File: src/rtl/supv_pkg.sv
package supv_pkg;
  localparam int NSYNC     = 7;
  localparam int IDX_BRST  = 0;
  localparam int IDX_BBAT  = 1;
  localparam int IDX_ABAT  = 2;
  localparam int IDX_LL    = 3;
  localparam int IDX_MR    = 4;
  localparam int IDX_WDT   = 5;
  localparam int IDX_RSEAL = 6;

  typedef logic [NSYNC-1:0] sync_vec_t;

  // Safe power-on view: supply absent, low line, manual reset released
  localparam sync_vec_t SYNC_RST = 7'b001_1001;
endpackage

File: src/rtl/supv_sync.sv
module supv_sync #(
  parameter int W = 1,
  parameter logic [W-1:0] RST_VAL = '0
) (
  input  logic         clk_i,
  input  logic         rst_ni,
  input  logic [W-1:0] d_i,
  output logic [W-1:0] q_o
);
  for (genvar g = 0; g < W; g++) begin : g_bit
    logic s1_q, s2_q;
    always_ff @(posedge clk_i or negedge rst_ni) begin
      if (!rst_ni) begin
        s1_q <= RST_VAL[g];
        s2_q <= RST_VAL[g];
      end else begin
        s1_q <= d_i[g];
        s2_q <= s1_q;
      end
    end
    assign q_o[g] = s2_q;
  end
endmodule

File: src/rtl/supv_mr_filter.sv
module supv_mr_filter #(
  parameter int MR_FILT = 4
) (
  input  logic clk_i,
  input  logic rst_ni,
  input  logic mr_n_i,
  output logic act_o
);
  localparam int FW = $clog2(MR_FILT + 1);

  logic [FW-1:0] cnt_q;

  always_ff @(posedge clk_i or negedge rst_ni) begin
    if (!rst_ni)                        cnt_q <= '0;
    else if (mr_n_i)                    cnt_q <= '0;
    else if (cnt_q != FW'(MR_FILT))     cnt_q <= cnt_q + 1'b1;
  end

  assign act_o = (cnt_q == FW'(MR_FILT));

  // activation only follows a low sample
  p_glitch_r3: assert property (@(posedge clk_i) disable iff (!rst_ni)
    $rose(act_o) |-> $past(!mr_n_i));
endmodule

File: src/rtl/supv_timeout.sv
module supv_timeout #(
  parameter int PRESCALE      = 50000,
  parameter int TIMEOUT_TICKS = 215
) (
  input  logic clk_i,
  input  logic rst_ni,
  input  logic hold_i,
  input  logic fire_i,
  output logic active_o
);
  localparam int PW = (PRESCALE > 2) ? $clog2(PRESCALE) : 1;
  localparam int CW = $clog2(TIMEOUT_TICKS + 1);

  logic [PW-1:0] pcnt_q, pcnt_d;
  logic [CW-1:0] cnt_q, cnt_d;
  logic          act_q, tick, load;

  always_comb begin
    load   = hold_i | fire_i;
    tick   = (pcnt_q == PW'(PRESCALE - 1));
    pcnt_d = (load || tick) ? '0 : pcnt_q + 1'b1;
    if (load)                    cnt_d = CW'(TIMEOUT_TICKS);
    else if (tick && cnt_q != 0) cnt_d = cnt_q - 1'b1;
    else                         cnt_d = cnt_q;
  end

  always_ff @(posedge clk_i or negedge rst_ni) begin
    if (!rst_ni) begin
      pcnt_q <= '0;
      cnt_q  <= CW'(TIMEOUT_TICKS);
      act_q  <= 1'b1;
    end else begin
      pcnt_q <= pcnt_d;
      cnt_q  <= cnt_d;
      act_q  <= (cnt_d != 0);
    end
  end

  assign active_o = act_q;

  p_hold_r1: assert property (@(posedge clk_i) disable iff (!rst_ni)
    hold_i |=> active_o);
  p_fire_r4: assert property (@(posedge clk_i) disable iff (!rst_ni)
    fire_i |=> active_o);
  p_release_r2: assert property (@(posedge clk_i) disable iff (!rst_ni)
    $fell(active_o) |-> $past(!hold_i && !fire_i));
endmodule

File: src/rtl/supv_reset_seq.sv
module supv_reset_seq
  import supv_pkg::*;
#(
  parameter int PRESCALE      = 50000,
  parameter int TIMEOUT_TICKS = 215,
  parameter int MR_FILT       = 5
) (
  input  logic clk_i,
  input  logic rst_ni,
  input  logic below_rst_i,
  input  logic below_batt_i,
  input  logic above_batt_i,
  input  logic low_line_i,
  input  logic man_rst_ni,
  input  logic wdt_fault_i,
  input  logic reseal_i,
  output logic rst_no,
  output logic rst_o,
  output logic bat_on_o,
  output logic bkup_sel_o,
  output logic low_line_no
);
  sync_vec_t raw, syn;
  logic      mr_act, wdt_q, wd_pulse, req, rst_q;
  logic      seal_q, bat_q, bat_d, ll_n_q;
  logic      s_brst, s_bbat, s_abat, s_ll, s_rseal;

  assign raw = {reseal_i, wdt_fault_i, man_rst_ni, low_line_i,
                above_batt_i, below_batt_i, below_rst_i};

  supv_sync #(.W(NSYNC), .RST_VAL(SYNC_RST)) u_sync (
    .clk_i(clk_i), .rst_ni(rst_ni), .d_i(raw), .q_o(syn));

  assign s_brst  = syn[IDX_BRST];
  assign s_bbat  = syn[IDX_BBAT];
  assign s_abat  = syn[IDX_ABAT];
  assign s_ll    = syn[IDX_LL];
  assign s_rseal = syn[IDX_RSEAL];

  supv_mr_filter #(.MR_FILT(MR_FILT)) u_mr (
    .clk_i(clk_i), .rst_ni(rst_ni), .mr_n_i(syn[IDX_MR]), .act_o(mr_act));

  assign wd_pulse = syn[IDX_WDT] & ~wdt_q;

  // Seal opens on first supply presence; reseal honoured only with supply absent
  always_comb begin
    if (!seal_q)    bat_d = 1'b0;
    else if (bat_q) bat_d = ~s_abat;
    else            bat_d = s_brst & s_bbat;
  end

  always_ff @(posedge clk_i or negedge rst_ni) begin
    if (!rst_ni) begin
      wdt_q  <= 1'b0;
      seal_q <= 1'b0;
      bat_q  <= 1'b0;
    end else begin
      wdt_q <= syn[IDX_WDT];
      if (s_rseal && s_brst) seal_q <= 1'b0;
      else if (!s_brst)      seal_q <= 1'b1;
      bat_q <= bat_d;
    end
  end

  assign req = s_brst | mr_act | bat_q;

  supv_timeout #(.PRESCALE(PRESCALE), .TIMEOUT_TICKS(TIMEOUT_TICKS)) u_tmo (
    .clk_i(clk_i), .rst_ni(rst_ni), .hold_i(req), .fire_i(wd_pulse),
    .active_o(rst_q));

  always_ff @(posedge clk_i or negedge rst_ni) begin
    if (!rst_ni) ll_n_q <= 1'b0;
    else         ll_n_q <= ~(s_ll | rst_q);
  end

  assign rst_o       = rst_q;
  assign rst_no      = ~rst_q;
  assign bat_on_o    = bat_q;
  assign bkup_sel_o  = bat_q;
  assign low_line_no = ll_n_q;

  p_enter_r5: assert property (@(posedge clk_i) disable iff (!rst_ni)
    $rose(bat_q) |-> $past(seal_q && s_brst && s_bbat));
  p_exit_r6: assert property (@(posedge clk_i) disable iff (!rst_ni)
    $fell(bat_q) |-> $past(s_abat || !seal_q));
  p_bkup_rst_r7: assert property (@(posedge clk_i) disable iff (!rst_ni)
    bat_q |=> rst_q);
  p_sealed_r8: assert property (@(posedge clk_i) disable iff (!rst_ni)
    !seal_q |=> !bat_q);
  p_reseal_r9: assert property (@(posedge clk_i) disable iff (!rst_ni)
    $fell(seal_q) |-> $past(s_brst && s_rseal));
  p_ll_order_r10: assert property (@(posedge clk_i) disable iff (!rst_ni)
    $rose(ll_n_q) |-> $past(!rst_q));
endmodule

File: config.mk
export PLATFORM = sky130hd
export DESIGN_NAME = supv_reset_seq
export DESIGN_NICKNAME = d
export VERILOG_FILES = /design/src/rtl/supv_pkg.sv /design/src/rtl/supv_sync.sv /design/src/rtl/supv_mr_filter.sv /design/src/rtl/supv_timeout.sv /design/src/rtl/supv_reset_seq.sv
export SDC_FILE = /design/constraint.sdc
export NUM_CORES = 1
export LEC_CHECK = 0
export BUFFER_PORTS_ARGS = -buffer_cell sky130_fd_sc_hd__buf_2
export CAP_MARGIN = 10
export CORE_UTILIZATION = 34
export CTS_BUF_LIST = sky130_fd_sc_hd__clkbuf_2
export DETAILED_ROUTE_END_ITERATION = 12
export GPL_ROUTABILITY_DRIVEN = 1
export GPL_TIMING_DRIVEN = 0
export HOLD_SLACK_MARGIN = 0.05
export SETUP_SLACK_MARGIN = 0.05
export SLEW_MARGIN = 20
export SYNTH_ARGS = -nofsm -noshare
export SYNTH_HDL_FRONTEND = slang
export SYNTH_HIERARCHICAL = 1
export SYNTH_SLANG_ARGS = --single-unit
export TNS_END_PERCENT = 100
File: constraint.sdc
create_clock -name clk_i -period 1.75 [get_ports clk_i]
set_input_delay 0.0875 -clock clk_i [delete_from_list [all_inputs] [get_ports clk_i]]
set_output_delay 0.0875 -clock clk_i [all_outputs]
set_load 0.03 [all_outputs]
Word level (Yosys, flattened, before mapping)
Index checks and enable logic that the tools add are counted.
{"block": "word_totals", "regBits": 46, "inputBits": 9, "output_inout_bits": 5, "elab_cells": 54}
{"block": "op_classes", "n_addsub": 3, "eq_ne": 4, "n_mux": 9, "n_bitwise": 10, "reduce_logical": 6}
{"operator": "$add A16 B1 Y16 const B", "n": 1}
{"operator": "$eq A16 B16 Y1 const B", "n": 1}
{"operator": "$mux W16", "n": 1}
{"operator": "$mux W8", "n": 2}
{"operator": "$reduce_bool A8 Y1", "n": 2}
{"operator": "$sub A8 B1 Y8 const B", "n": 1}
{"operator": "$mux W3", "n": 2}
{"operator": "$mux W1", "n": 4}
{"operator": "$not A1 Y1", "n": 4}
{"operator": "$or A1 B1 Y1", "n": 4}
{"operator": "$add A3 B1 Y3 const B", "n": 1}
{"operator": "$eq A3 B3 Y1 const B", "n": 1}
{"operator": "$ne A3 B3 Y1 const B", "n": 1}
{"operator": "$and A1 B1 Y1", "n": 2}
{"operator": "$logic_and A1 B1 Y1", "n": 2}
{"operator": "$ne A2 B2 Y1 const B", "n": 1}
{"operator": "$reduce_bool A2 Y1", "n": 1}
{"operator": "$logic_or A1 B1 Y1", "n": 1}

Longest topological paths before layout
{"block": "depth", "ltp_word": 6, "ltp_mapped": 8, "ltp_nobuf": 7}

Modules after synthesis
Netlist, hierarchy kept.
{"mod": "supv_timeout", "instances": 1, "cells_each": 128, "area_each_um2": 1295.0, "seq_area_each_um2": 634.4}
{"mod": "supv_sync", "instances": 1, "cells_each": 21, "area_each_um2": 410.4, "seq_area_each_um2": 357.8}
{"mod": "supv_mr_filter", "instances": 1, "cells_each": 15, "area_each_um2": 163.9, "seq_area_each_um2": 75.1}
{"mod": "supv_reset_seq", "instances": 1, "cells_each": 14, "area_each_um2": 155.1, "seq_area_each_um2": 100.1}

Worst setup path before layout
No wires, ideal clock.
{"block": "synth_timing", "path_type": "reg2reg", "startpoint": "reg u_tmo.pcnt_q[5]", "endpoint": "reg u_tmo.pcnt_q[8]", "setup_ns": 0.119, "arrival_ns": 1.803, "required_time_ns": 1.631, "setup_slack_ns": -0.171, "stages_incl_launch_ff": 6, "n_path_buf": 1, "period_less_slack_ns": 1.921, "cell_sequence": "dfrtp_1 or4b_4 nor4_4 nand2b_1 buf_4 nor2_1"}
{"block": "synth_via", "elab_chain_len": 3, "word_cells_on_any_way": 4, "classes_between": "add/sub: 1; eq/ne: 1; mux: 1; reduce/logical: 1"}
{"item": "start, declared", "line_no": "supv_timeout.sv:14", "text": "logic [PW-1:0] pcnt_q, pcnt_d;"}
{"item": "start signal, assigned", "line_no": "supv_timeout.sv:33", "text": "pcnt_q <= pcnt_d;"}
{"item": "branches (longest 2 deep; another with $add A16 B1 Y16)"}
{"item": "$mux W16 (*)", "line_no": "supv_timeout.sv:21", "text": "pcnt_d = (load || tick) ? '0 : pcnt_q + 1'b1;"}
{"item": "net u_tmo.pcnt_d[8]", "line_no": "supv_timeout.sv:14"}
Mark *: on every way through the listed nets, which the timed path passes.
A chain may end at the register's enable or synchronous reset.

Final worst setup path
{"block": "layout_timing", "startpoint": "reg u_tmo.pcnt_q[10]", "endpoint": "reg u_tmo.pcnt_q[9]"}
{"block": "layout_via", "elab_chain_len": 3}
{"item": "$eq A16 B16 Y1", "line_no": "supv_timeout.sv:20", "text": "tick = (pcnt_q == PW'(PRESCALE - 1));"}
{"item": "$logic_or A1 B1 Y1", "line_no": "supv_timeout.sv:21"}
{"item": "$mux W16", "line_no": "supv_timeout.sv:21"}
{"item": "net u_tmo.pcnt_d[9]", "line_no": "supv_timeout.sv:14"}
The timed path passes the listed nets, and every way through them passes these cells.

==> results.ini <==
[outcome]
outcome = finished with violations
violations = negative setup slack

[floorplanning]
core-area_um2 = 5610
io_pins = 14
die_area_um2 = 6270
die_w_um = 79.2
start_util_pct = 36.1
dieHeight_um = 79.2
std_cell_rows = 27

[timing]
relSlewSlack_pct = 61.9
fin_crit_ns = 1.93
hold_violations = 0
whs_ns = 0.194
setup_viol = 24
fmax_ghz = 0.519
rsz0062_at_grt = true
tightestPinTransition_ns = 0.567
drv_slew = 0
fin_ws_ns = -0.179
skew_ns = 0.0136
min_period_over_period_pct = 110

[detailed_routing]
drt_iter0_markers = 31
first_pass_iters = 4
vias_per_cell = 4.59
wl_per_cell_um = 12.6
postRouteAntennaNets = 0
wl_um = 3780
drcViolationCount = 0
num_vias = 1377

[power]
power_switching_mw = 0.446
p_leak_nw = 1.18
swShare_pct = 21.9
p_clk_share_pct = 34.8
power.density_nw_per_um2 = 758
internal_power_mw = 1.59
seqPwrFrac_pct = 55.0
ir_worst_vdd_mv = 0.397
comb_power_share_pct = 10.1

[worst_setup_path]
crit_end = u_tmo/pcnt_q[9]$_DFF_PN0_
required_ns = 2.07
endpoint_kind = flop
r2r_end = u_tmo/pcnt_q[9]$_DFF_PN0_
crit_fanout = 6
rr_worst_depth = 7
critPathLaunch = u_tmo/pcnt_q[10]$_DFF_PN0_
r2r_start = u_tmo/pcnt_q[10]$_DFF_PN0_
path_class = reg2reg
critPathLaunchType = flop
arrival_ns = 2.25
r2r_setup_slack_ns = -0.18

[clock_network]
cts_buffers = 5
clockBufferDepth = 2
htreeDepth = 2
tritoncts = done
clock-sinks = 46
root_buffer = clkbuf_2
insertion_delay_ns = 0.41
clkTransAtPathRegs_ns = 0.22

[synthesis]
yosys.area.top_type = dfrtp_1
synth_edf_count = 0
synth.most_common_cell = dfrtp_1
synth_top_area_share_pct = 40.8
synthDistinctLibCells = 40
postSynthCellCount = 178
avgSynthCellArea_um2 = 11.4
syn_area_um2 = 2020
synth-seq-cells = 46
synth_common_cells = 33 x dfrtp_1, 25 x nor2_1, 14 x xor2_1, 13 x dfstp_2, 13 x nand2_1
yosysSeqAreaShare_pct = 57.7
ys.flop_type = dfrtp_1
yosysWarnings = 6
async_reset_ff_share_pct = 100
syn-num-nets = 192
yosys-top-cells-area = dfrtp_1 41%, dfstp_2 17%, xor2_1 6.1%

[global_routing]
grt_pass1_wl_um = 6220
antenna_found_initial = 0
grt_usage_pct = 12.9
grt_overflow = 0
grt_pass1_vias = 1405
grt_max_degree = 47

[place]
portBuffers = 13
place_area_um2 = 2200
place_congestion = 0.776
dp_hpwl_um = 2080

[final_layout]
seq_area_um2 = 1170
num_antenna_cells = 0
postLayoutCellArea_um2 = 2690
drive_above_1_share_pct = 42.5
multiInputGateArea_um2 = 887
nets = 241
synthToLayoutAreaGrowth_pct = 32.8
fillers = 521

[min_path]
hold_class = in2async

[flow_run]
max_cap_viol_count = 0

[power by group through the flow]
| stage | sequential (mW) | combinational [mW] | clock [mW] |
|---|---|---|---|
| CTS | 1.12 | 0.164 | 0.740 |
| global placement | 1.14 | 0.120 | 0 |
| global route | 1.13 | 0.225 | 0.778 |
| finish | 1.12 | 0.206 | 0.709 |
| detailed placement | 1.14 | 0.123 | 0 |
| floorplan | 1.14 | 0.0713 | 0 |
[flip-flops by register name (all words and copies together) (netlist names)]
| register | cells |
|---|---|
| low_line_no | 1 |
| wdt_q | 1 |
| seal_q | 1 |
| u_tmo/active_o | 1 |
| u_sync/g_bit.s2_q | 7 |
| u_tmo/pcnt_q | 16 |
| bat_on_o | 1 |
| u_mr/cnt_q | 3 |
| u_tmo/cnt_q | 8 |
| u_sync/g_bit.s1_q | 7 |
[kinds of logic after synthesis]
logic type	share of synthesized area, %
AO/OA/AOI/OAI	3.65
XOR/XNOR	8.65
adder cells (fa/ha/maj)	3.09
buffers and inverters	4.82
flip-flops	57.7
multiplexers	0.494
AND/OR/NAND/NOR	21.6
[timing repair]
item,4_1_cts,5_1_grt
pin swaps,5,5
resized for setup,13,28
gates cloned,0,1
setup buffers,12,8
endpoints found under the setup margin,25,25
hold endpoints to repair,40,0
hold buffers,8,0
[metal layers]
metal | share of wire, % | up-vias | wire, um | GRT usage (%)
li1 | - | 689 | - | -
met1 | 47 | 665 | 1790 | 16.9
met2 | 48 | 17 | 1810 | 20.4
met3 | 3.0 | 6 | 112 | 3.45
met4 | 1.7 | 0 | 65 | 4.91
met5 | 0 | - | 0 | 0
[final cells by class]
cell class	count	share of cell area, %
buffer	9	2.79
clock buffer	5	0.931
clock inverter	3	2.37
inverter	8	1.12
multi-input combinational	115	33.0
sequential	46	43.4
tap	72	3.35
timing repair buffer	42	13.0
[cell usage in the layout (no fill, tap or decap), types with 8 or more instances in the layout]
cell           instances
dfrtp_1               33
dlygate4sd3_1          8
nor2_2                14
buf_2                 12
nand2_1               11
xor2_1                13
dfstp_2               13
buf_4                 22
nand3_1               10
nor2_1                10
[per-stage QoR]
stage	instances	setup slack [ns]	setup TNS (ns)	power, mW	util, %
final	300	-0.179	-3.01	2.04	47.9
after detailed placement	263	-0.439	-7.83	1.26	39.2
after global routing	300	-0.225	-4.16	2.13	47.9
after global placement	263	-0.428	-7.33	1.26	39.2
after floorplan	178	-0.156	-1.71	1.21	-
after CTS	291	-0.183	-2.39	2.03	44.7
[worst min-delay path by stage]
stage / from / slack (ns) / cells past startpoint / end
6_report: rst_ni / 0.19 / 2 / u_mr/cnt_q[0]$_DFFE_PN0P_
3_3_place_gp: below_rst_i / 0.19 / 1 / u_sync/g_bit[0].s1_q$_DFF_PN1_
3_5_place_dp: man_rst_ni / 0.19 / 1 / u_sync/g_bit[4].s1_q$_DFF_PN1_
5_1_grt: rst_ni / 0.21 / 2 / u_sync/g_bit[1].s2_q$_DFF_PN0_
2_1_floorplan: rst_ni / -0.21 / 0 / bat_on_o$_DFF_PN0_
4_1_cts: low_line_i / 0.26 / 2 / u_sync/g_bit[3].s1_q$_DFF_PN1_
[critical path, stage by stage (launching register included)]
cell and delay (ns):
dfrtp_1 0.44, or4b_4 0.55, nor4_4 0.24, buf_6 0.17
buf_6 0.09, nand2b_4 0.17, clkbuf_16 0.17, nor2_2 0.03
Note: power is estimated with default switching activity, not from simulation.
